`config.mk`:
```
export PLATFORM = sky130hd
export DESIGN_NAME = tapcal_top
export DESIGN_NICKNAME = d
export VERILOG_FILES = /design/src/rtl/tapcal_pkg.sv /design/src/rtl/tapcal_patgen.sv /design/src/rtl/tapcal_search.sv /design/src/rtl/tapcal_top.sv
export SDC_FILE = /design/constraint.sdc
export NUM_CORES = 1
export LEC_CHECK = 0
export ABC_CLOCK_PERIOD_IN_PS = 6800
export BUFFER_PORTS_ARGS = -buffer_cell sky130_fd_sc_hd__buf_4
export CAP_MARGIN = 30
export CELL_PAD_IN_SITES_DETAIL_PLACEMENT = 1
export CELL_PAD_IN_SITES_GLOBAL_PLACEMENT = 2
export CORE_UTILIZATION = 30
export CTS_CLUSTER_DIAMETER = 200
export DETAILED_ROUTE_END_ITERATION = 16
export GPL_TIMING_DRIVEN = 0
export PLACE_DENSITY = 0.72
export RECOVER_POWER = 25
export REMOVE_ABC_BUFFERS = 1
export SYNTH_ARGS = -nofsm -noshare
export SYNTH_HDL_FRONTEND = slang
export SYNTH_SLANG_ARGS = --single-unit
```
`constraint.sdc`:
```
create_clock -name clk -period 6.8 [get_ports clk]
set_clock_uncertainty 0.15 [all_clocks]
set_input_delay 2.04 -clock clk [delete_from_list [all_inputs] [get_ports clk]]
set_output_delay 2.04 -clock clk [all_outputs]
set_load 0.05 [all_outputs]
```
`src/rtl/tapcal_pkg.sv`:
```
package tapcal_pkg;

  typedef enum logic [2:0] {
    ST_IDLE,
    ST_WRITE,
    ST_SETTLE,
    ST_READ,
    ST_EVAL
  } cal_state_e;

  typedef enum logic {
    DIR_UP,
    DIR_DOWN
  } sweep_dir_e;

endpackage

```
`src/rtl/tapcal_patgen.sv`:
```
module tapcal_patgen #(
  parameter int ADDR_W   = 8,
  parameter int PAT_KIND = 0
) (
  input  logic [ADDR_W-1:0] idx,
  output logic [7:0]        pat_byte
);

  generate
    if (PAT_KIND == 0) begin : g_alpha
      localparam int ALPHA_N = 26;
      logic [ADDR_W-1:0] pos;
      always_comb begin
        pos      = idx % ADDR_W'(ALPHA_N);
        pat_byte = 8'h41 + 8'(pos);
      end
    end else begin : g_xor
      always_comb begin
        pat_byte = 8'(idx) ^ 8'h5A;
      end
    end
  endgenerate

endmodule

```
`src/rtl/tapcal_search.sv`:
```
module tapcal_search
  import tapcal_pkg::*;
#(
  parameter int TAP_W = 4
) (
  input  logic             clk,
  input  logic             rst_n,
  input  logic             clr,
  input  logic             eval,
  input  logic             fail,
  output logic [TAP_W-1:0] tap,
  output logic             step_more,
  output logic             step_done,
  output logic             step_abort
);

  localparam logic [TAP_W-1:0] TAP_TOP = {TAP_W{1'b1}};

  logic [TAP_W-1:0] tap_q, tap_d;
  logic [TAP_W-1:0] lo_q, lo_d;
  sweep_dir_e       dir_q, dir_d;
  logic [TAP_W:0]   span_sum;
  logic             upd_en;

  assign span_sum = {1'b0, lo_q} + {1'b0, tap_q};
  assign upd_en   = clr | eval;

  always_comb begin
    tap_d      = tap_q;
    lo_d       = lo_q;
    dir_d      = dir_q;
    step_more  = 1'b0;
    step_done  = 1'b0;
    step_abort = 1'b0;
    if (clr) begin
      tap_d = '0;
      lo_d  = '0;
      dir_d = DIR_UP;
    end else if (eval) begin
      if (dir_q == DIR_UP) begin
        if (fail) begin
          if (tap_q == TAP_TOP) begin
            step_abort = 1'b1;
          end else begin
            tap_d     = tap_q + 1'b1;
            step_more = 1'b1;
          end
        end else begin
          lo_d      = tap_q;
          dir_d     = DIR_DOWN;
          tap_d     = TAP_TOP;
          step_more = 1'b1;
        end
      end else begin
        if (fail) begin
          if (tap_q == '0) begin
            step_abort = 1'b1;
          end else begin
            tap_d     = tap_q - 1'b1;
            step_more = 1'b1;
          end
        end else begin
          tap_d     = span_sum[TAP_W:1];
          step_done = 1'b1;
        end
      end
    end
  end

  always_ff @(posedge clk or negedge rst_n) begin
    if (!rst_n) begin
      tap_q <= '0;
      lo_q  <= '0;
      dir_q <= DIR_UP;
    end else if (upd_en) begin
      tap_q <= tap_d;
      lo_q  <= lo_d;
      dir_q <= dir_d;
    end
  end

  assign tap = tap_q;

endmodule

```
`src/rtl/tapcal_top.sv`:
```
module tapcal_top
  import tapcal_pkg::*;
#(
  parameter int TAP_W    = 4,
  parameter int ADDR_W   = 8,
  parameter int PAT_LEN  = 234,
  parameter int SETTLE_W = 4,
  parameter int PAT_KIND = 0
) (
  input  logic                clk,
  input  logic                rst_n,
  input  logic                start,
  input  logic [SETTLE_W-1:0] settle_cycles,
  output logic                mem_req,
  output logic                mem_we,
  output logic [ADDR_W-1:0]   mem_addr,
  output logic [7:0]          mem_wdata,
  input  logic                mem_ack,
  input  logic [7:0]          mem_rdata,
  output logic [TAP_W-1:0]    tap_out,
  output logic                busy,
  output logic                done,
  output logic                cal_err
);

  localparam logic [ADDR_W-1:0] LAST_IDX = ADDR_W'(PAT_LEN - 1);

  logic [1:0] rst_sync_q;
  logic       rst_int_n;

  always_ff @(posedge clk or negedge rst_n) begin
    if (!rst_n) begin
      rst_sync_q <= 2'b00;
    end else begin
      rst_sync_q <= {rst_sync_q[0], 1'b1};
    end
  end
  assign rst_int_n = rst_sync_q[1];

  cal_state_e          state_q, state_d;
  logic [ADDR_W-1:0]   idx_q, idx_d;
  logic [SETTLE_W-1:0] cnt_q, cnt_d;
  logic                miss_q, miss_d;
  logic                done_q, done_d;
  logic                err_q, err_d;
  logic                ctl_en;

  logic [7:0] exp_byte;
  logic       mismatch;
  logic       last_idx;
  logic       srch_clr, srch_eval;
  logic       step_more, step_done, step_abort;
  logic [TAP_W-1:0] tap_cur;

  tapcal_patgen #(
    .ADDR_W   (ADDR_W),
    .PAT_KIND (PAT_KIND)
  ) u_pat (
    .idx      (idx_q),
    .pat_byte (exp_byte)
  );

  assign srch_clr  = (state_q == ST_IDLE) && start;
  assign srch_eval = (state_q == ST_EVAL);

  tapcal_search #(
    .TAP_W (TAP_W)
  ) u_search (
    .clk        (clk),
    .rst_n      (rst_int_n),
    .clr        (srch_clr),
    .eval       (srch_eval),
    .fail       (miss_q),
    .tap        (tap_cur),
    .step_more  (step_more),
    .step_done  (step_done),
    .step_abort (step_abort)
  );

  assign mismatch = (mem_rdata != exp_byte);
  assign last_idx = (idx_q == LAST_IDX);
  assign ctl_en   = (state_q != ST_IDLE) || start;

  always_comb begin
    state_d = state_q;
    idx_d   = idx_q;
    cnt_d   = cnt_q;
    miss_d  = miss_q;
    done_d  = done_q;
    err_d   = err_q;
    case (state_q)
      ST_IDLE: begin
        if (start) begin
          state_d = ST_WRITE;
          idx_d   = '0;
          done_d  = 1'b0;
          err_d   = 1'b0;
        end
      end
      ST_WRITE: begin
        if (mem_ack) begin
          if (last_idx) begin
            state_d = ST_SETTLE;
            idx_d   = '0;
            cnt_d   = settle_cycles;
          end else begin
            idx_d = idx_q + 1'b1;
          end
        end
      end
      ST_SETTLE: begin
        if (cnt_q == '0) begin
          state_d = ST_READ;
          miss_d  = 1'b0;
        end else begin
          cnt_d = cnt_q - 1'b1;
        end
      end
      ST_READ: begin
        if (mem_ack) begin
          miss_d = miss_q | mismatch;
          if (last_idx) begin
            state_d = ST_EVAL;
          end else begin
            idx_d = idx_q + 1'b1;
          end
        end
      end
      ST_EVAL: begin
        idx_d = '0;
        if (step_abort) begin
          state_d = ST_IDLE;
          err_d   = 1'b1;
        end else if (step_done) begin
          state_d = ST_IDLE;
          done_d  = 1'b1;
        end else if (step_more) begin
          state_d = ST_SETTLE;
          cnt_d   = settle_cycles;
        end else begin
          state_d = ST_IDLE;
          err_d   = 1'b1;
        end
      end
      default: begin
        state_d = ST_IDLE;
      end
    endcase
  end

  always_ff @(posedge clk or negedge rst_int_n) begin
    if (!rst_int_n) begin
      state_q <= ST_IDLE;
      idx_q   <= '0;
      cnt_q   <= '0;
      miss_q  <= 1'b0;
      done_q  <= 1'b0;
      err_q   <= 1'b0;
    end else if (ctl_en) begin
      state_q <= state_d;
      idx_q   <= idx_d;
      cnt_q   <= cnt_d;
      miss_q  <= miss_d;
      done_q  <= done_d;
      err_q   <= err_d;
    end
  end

  assign mem_req   = (state_q == ST_WRITE) || (state_q == ST_READ);
  assign mem_we    = (state_q == ST_WRITE);
  assign mem_addr  = idx_q;
  assign mem_wdata = exp_byte;
  assign tap_out   = tap_cur;
  assign busy      = (state_q != ST_IDLE);
  assign done      = done_q;
  assign cal_err   = err_q;

endmodule

```
# ---- Word-level counts from Yosys, hierarchy flattened
# Cells that the tools add are included.
dict set report word_totals {
  wordCells 131
  register_bits 29
  input_bits 16
}
dict set report classes {
  bitwise 2
  muxes 66
  div_mod_pow 1
  addsub 6
  n_reduce_logical 21
  eq_ne 25
}
# operator n
set ops {}
lappend ops {{two-way mux 4 bit} 17}
lappend ops {{two-way mux 8 bit} 5}
lappend ops {{case mux 8 bit (4 select lines)} 1}
lappend ops {{two-way mux 1 bit} 29}
lappend ops {{!= test 2 bit, second input constant} 10}
lappend ops {{two-way mux 3 bit} 6}
lappend ops {{case mux 3 bit (5 select lines)} 1}
lappend ops {{case mux 4 bit (3 select lines)} 1}
lappend ops {{AND reduction 4 bit} 3}
lappend ops {{AND reduction 5 bit} 2}
lappend ops {{adder 7 x 8 -> 8 bit, first input constant} 1}
lappend ops {{adder 8 x 1 -> 8 bit, second input constant} 1}
lappend ops {{== test 8 bit, second input constant} 1}
lappend ops {{logical NOT 4 bit} 2}
lappend ops {{remainder unit 8 x 5 -> 8 bit, second input constant} 1}
lappend ops {{!= test 2 x 1 -> 1 bit, second input constant} 4}
lappend ops {{!= test 8 bit} 1}
lappend ops {{AND reduction 8 bit} 1}
lappend ops {{subtractor 4 x 1 -> 4 bit, second input constant} 2}
lappend ops {{AND reduction 7 bit} 1}
lappend ops {{== test 3 x 2 -> 1 bit, second input constant} 2}
lappend ops {{two-way mux 2 bit} 3}
lappend ops {{!= test 3 bit, second input constant} 2}
lappend ops {{case mux 1 bit (2 select lines)} 3}
lappend ops {{other kinds (16)} 21}

# ---- Longest topological paths before layout
dict set report depth {
  depth_word 10
  ltp_mapped 20
}

# ---- Hierarchy
# From an unflattened synthesis, not the netlist that was laid out.
dict set report hier_totals {
  cells_unflattened 337
  area_unflattened_um2 2894.0
}
# module n_inst seq_area_each_um2 area_each_um2 cells_each
set modules_own_cells {}
lappend modules_own_cells {tapcal_top 1 500.5 1360.1 142}
lappend modules_own_cells {tapcal_search 1 225.2 779.5 92}
lappend modules_own_cells {tapcal_patgen 1 0.0 754.5 103}

# ---- Least setup slack after synthesis
# No wires, ideal clock.
dict set report synth_path {
  kind {reg2out}
  startpoint {reg idx_q[5], in the netlist mem_addr[5]}
  endpoint {out mem_wdata[4]}
  t_arrival_ns 4.649
  required_ns 4.610
  n_path_buf 2
  setup_slack_ns -0.039
  stages_incl_launch_ff 18
  path_cell_list {dfrtp_1 buf_4 clkbuf_1 inv_1 ha_1 or2b_2 a31oi_4 or4b_4 o21ai_0 and2_2 o21ai_1 o21ai_0 xnor2_1 ha_1 inv_1 o32ai_1 o21a_1 o21a_1}
}
dict set report synth_via {
  elab_chain_len 2
}
# element line
set synth_rtl {}
lappend synth_rtl {{start: declaration} tapcal_top.sv:41} ;# logic [ADDR_W-1:0] idx_q, idx_d;
lappend synth_rtl {{start signal: assignment} tapcal_top.sv:161} ;# idx_q <= idx_d;
lappend synth_rtl {{remainder unit 8 x 5 -> 8 bit} tapcal_patgen.sv:14} ;# pos = idx % ADDR_W'(ALPHA_N);
lappend synth_rtl {{adder 7 x 8 -> 8 bit} tapcal_patgen.sv:15} ;# pat_byte = 8'h41 + 8'(pos);
lappend synth_rtl {{end: declaration} tapcal_top.sv:17} ;# output logic [7:0] mem_wdata,
# No other way between the ends.

# ---- Worst setup path after layout
# Same ends and word-level chain as after synthesis.

==> flow_metrics.env <==
export IMPL_critPathLaunchType="register"
export IMPL_dp_slack_ns=-0.240
export IMPL_portBuffers=39
export IMPL_cp_end_kind="output pin"
export IMPL_pwr_density_cell_nw_per_um2=268
export IMPL_routed_wl_microns=8940
export IMPL_ys_seq_area_frac=0.232
export IMPL_cp_max_fo=11
export IMPL_drtAntennaViolNets=0
export IMPL_crit_required_ns=4.61
export IMPL_synth_area_leaders="dfrtp_1 (23%), ha_1 (6.0%), o21ai_0 (5.0%)"
export IMPL_r2r_cells=18
export IMPL_p_sw_frac=0.483
export IMPL_worstSetupPathType="reg2out"
export IMPL_die_w_microns=104
export IMPL_maxSlewViolCount=0
export IMPL_dpl_cell_area_sq_um=3490
export IMPL_hold_buffers=0
export IMPL_synthMostInstantiatedCell="nor2_1"
export IMPL_grt_pass1_wl_microns=15400
export IMPL_dieArea_sq_um=10900
export IMPL_io_pins=41
export IMPL_r2r_setup_slack_ns=2.28
export IMPL_power_total_mw=0.982
export IMPL_core_area_sq_um=9950
export IMPL_fmax_ghz=0.153
export IMPL_worstPathArrival_ns=4.33
export IMPL_cap_violations=0
export IMPL_fp_dieH_microns=104
export IMPL_overflow=0
export IMPL_routedWlPerCell_microns=16.0
export IMPL_diodes=0
export IMPL_vias=3021
export IMPL_clkLatencyLatePin_ns=0.28
export IMPL_pwr_share_clk=0.190
export IMPL_cts_inserted_buffers=5
export IMPL_design_area_sq_um=3660
export IMPL_htree_levels=2
export IMPL_grt_max_degree=22
export IMPL_grt_pass1_vias=3074
export IMPL_report_final_hold_viol_count=0
export IMPL_gp_congestion=0.809
export IMPL_nets=458
export IMPL_numClockSinks=29
export IMPL_drc=0
export IMPL_root_buffer="clkbuf_8"
export IMPL_start_util=0.315
export IMPL_p_leak_nw=1.48
export IMPL_yosysTopAreaCell="dfrtp_1"
export IMPL_detail_route_first_pass_iterations=5
export IMPL_clk_pin_slew_worst_paths_ns=0.07
export IMPL_antenna_found_initial=0
export IMPL_yosysTopAreaCellShare=0.232
export IMPL_synthCells=397
export IMPL_avgSynthCellArea_sq_um=7.89
export IMPL_syn_area_sq_um=3130
export IMPL_p_seq_frac=0.269
export IMPL_area_growth_pct=16.9
export IMPL_timing_rr_end="miss_q$_DFFE_PN0P_"
export IMPL_slew_headroom=0.243
export IMPL_ys_types=78
export IMPL_irDropWorstVdd_v=0.000105
export IMPL_rsz0062_at_grt="no"
export IMPL_comb_power_share=0.541
export IMPL_netlist_top_cells_count="nor2_1 (39), nand2_1 (33), o21ai_0 (31), dfrtp_1 (29), a21oi_1 (24)"
export IMPL_fin_crit_ns=6.52
export IMPL_yosys_warnings=0
export IMPL_setup_viol=0
export IMPL_synth_edf_count=0
export IMPL_grt_use_total=0.172
export IMPL_synth_async_reset_ratio=1.00
export IMPL_power_switching_mw=0.474
export IMPL_place_inst=547
export IMPL_cts_tree="yes"
export IMPL_synth_seq_cells=29
export IMPL_finalWorstSetupSlack_ns=0.285
export IMPL_hpwl_microns=6680
export IMPL_holdWs_ns=0.000899
export IMPL_stdcell_count=560
export IMPL_cts_buffer_depth=2
export IMPL_min_path_type="reg2async"
export IMPL_drive_gt1_frac=0.201
export IMPL_via_per_inst=5.39
export IMPL_tightest_slew_ns=1.14
export IMPL_status="finished clean"
export IMPL_drt_iter0_markers=93
export IMPL_internal_power_mw=0.508
export IMPL_rr_startpoint="mem_addr[5]$_DFFE_PN0P_"
export IMPL_synth_main_ff_cell="dfrtp_1"
export IMPL_post_route_period_util=0.958
export IMPL_rows=36
-- how the worst max path moves through the flow --
| stage | slack [ns] | depth (start not counted) | from | end |
|---|---|---|---|---|
| 2_1_floorplan | 0.12 | 15 | mem_addr[5]$_DFFE_PN0P_ | mem_wdata[4] |
| 3_3_place_gp | -0.22 | 16 | mem_addr[5]$_DFFE_PN0P_ | mem_wdata[4] |
| 3_5_place_dp | -0.24 | 16 | mem_addr[5]$_DFFE_PN0P_ | mem_wdata[4] |
| 4_1_cts | 0.003 | 16 | mem_addr[5]$_DFFE_PN0P_ | mem_wdata[4] |
| 5_1_grt | 0.02 | 16 | mem_addr[5]$_DFFE_PN0P_ | mem_wdata[4] |
| 6_report | 0.28 | 16 | mem_addr[5]$_DFFE_PN0P_ | mem_wdata[4] |
-- state kept, by name, summed over array words and instances (netlist names), 2 cells and up --
| register | count |
|---|---|
| mem_addr | 8 |
| u_search.lo_q | 4 |
| cnt_q | 4 |
| rst_sync_q | 2 |
| u_search.tap | 4 |
| state_q | 3 |
-- cell usage in the layout, fill, tap and decap left out, drive strengths merged, types with 3 or more instances in the layout --
cell     n
ha      15
a31oi    5
o311a    3
xnor2   13
nor3b    4
o21a     4
o211ai   5
and3     5
nor2    41
and2     8
o32ai    3
o22ai    5
nor3    14
a21oi   25
nor2b    7
buf     44
or2      5
nand2b   9
o21bai   3
dfrtp   29
inv     22
nand4    3
nor4     3
or3      6
o21ai   35
clkbuf   8
a21o     3
nand2   33
xor2     7
nand3   14
o31ai    5
-- routing by layer --
layer  share of wire  track usage
met5               0            0
met4           0.011       0.0541
met3           0.022       0.0175
met2            0.47        0.287
met1            0.50        0.234
-- kinds of logic after synthesis --
logic type	count (synthesis)	synth area share
other	2	0.00240
flip-flops	29	0.232
AO/OA/AOI/OAI	123	0.294
buffers and inverters	45	0.0671
AND/OR/NAND/NOR	162	0.278
XOR/XNOR	20	0.0607
adder cells (fa/ha/maj)	16	0.0663
-- per-stage QoR --
| step | util | setup TNS, ns |
|---|---|---|
| 4_1_cts | 0.366 | 0 |
| 3_5_place_dp | 0.351 | -0.240 |
| 2_1_floorplan | - | 0 |
| 3_3_place_gp | 0.348 | -0.218 |
| 5_1_grt | 0.368 | 0 |
| 6_report | 0.368 | 0 |
-- power by group through the flow --
stage	clock (mW)	sequential, mW	combinational [mW]
finish	0.187	0.264	0.532
global route	0.201	0.274	0.582
CTS	0.195	0.265	0.527
detailed placement	0	0.272	0.517
global placement	0	0.274	0.506
floorplan	0	0.289	0.351
-- layout make-up --
class	instances	area, sq um
clock inverter	1	30.0
tap	133	166
timing repair buffer	45	334
clock buffer	7	86.3
fill	1237	6290
inverter	22	82.6
sequential	29	731
multi-input combinational	323	2230
-- worst max-delay path, cell delays in order (launching register included) --
cell	delay, ns
dfrtp_4	0.55
inv_2	0.12
ha_2	0.32
or2b_2	0.38
a31oi_4	0.23
or4b_4	0.54
o21ai_0	0.11
and2_2	0.22
o21ai_2	0.10
o21ai_2	0.17
xnor2_1	0.14
ha_2	0.27
inv_1	0.09
o32ai_4	0.32
o21a_1	0.19
o21a_1	0.11
buf_4	0.19
-- what timing repair did --
action / 4_1_cts / 5_1_grt
resized for setup: 5 / 8
pin swaps: 0 / 1
buffers inserted: 2 / 3
setup endpoints to repair: 2 / 1
No activity file was read; power rests on OpenSTA's default activity.
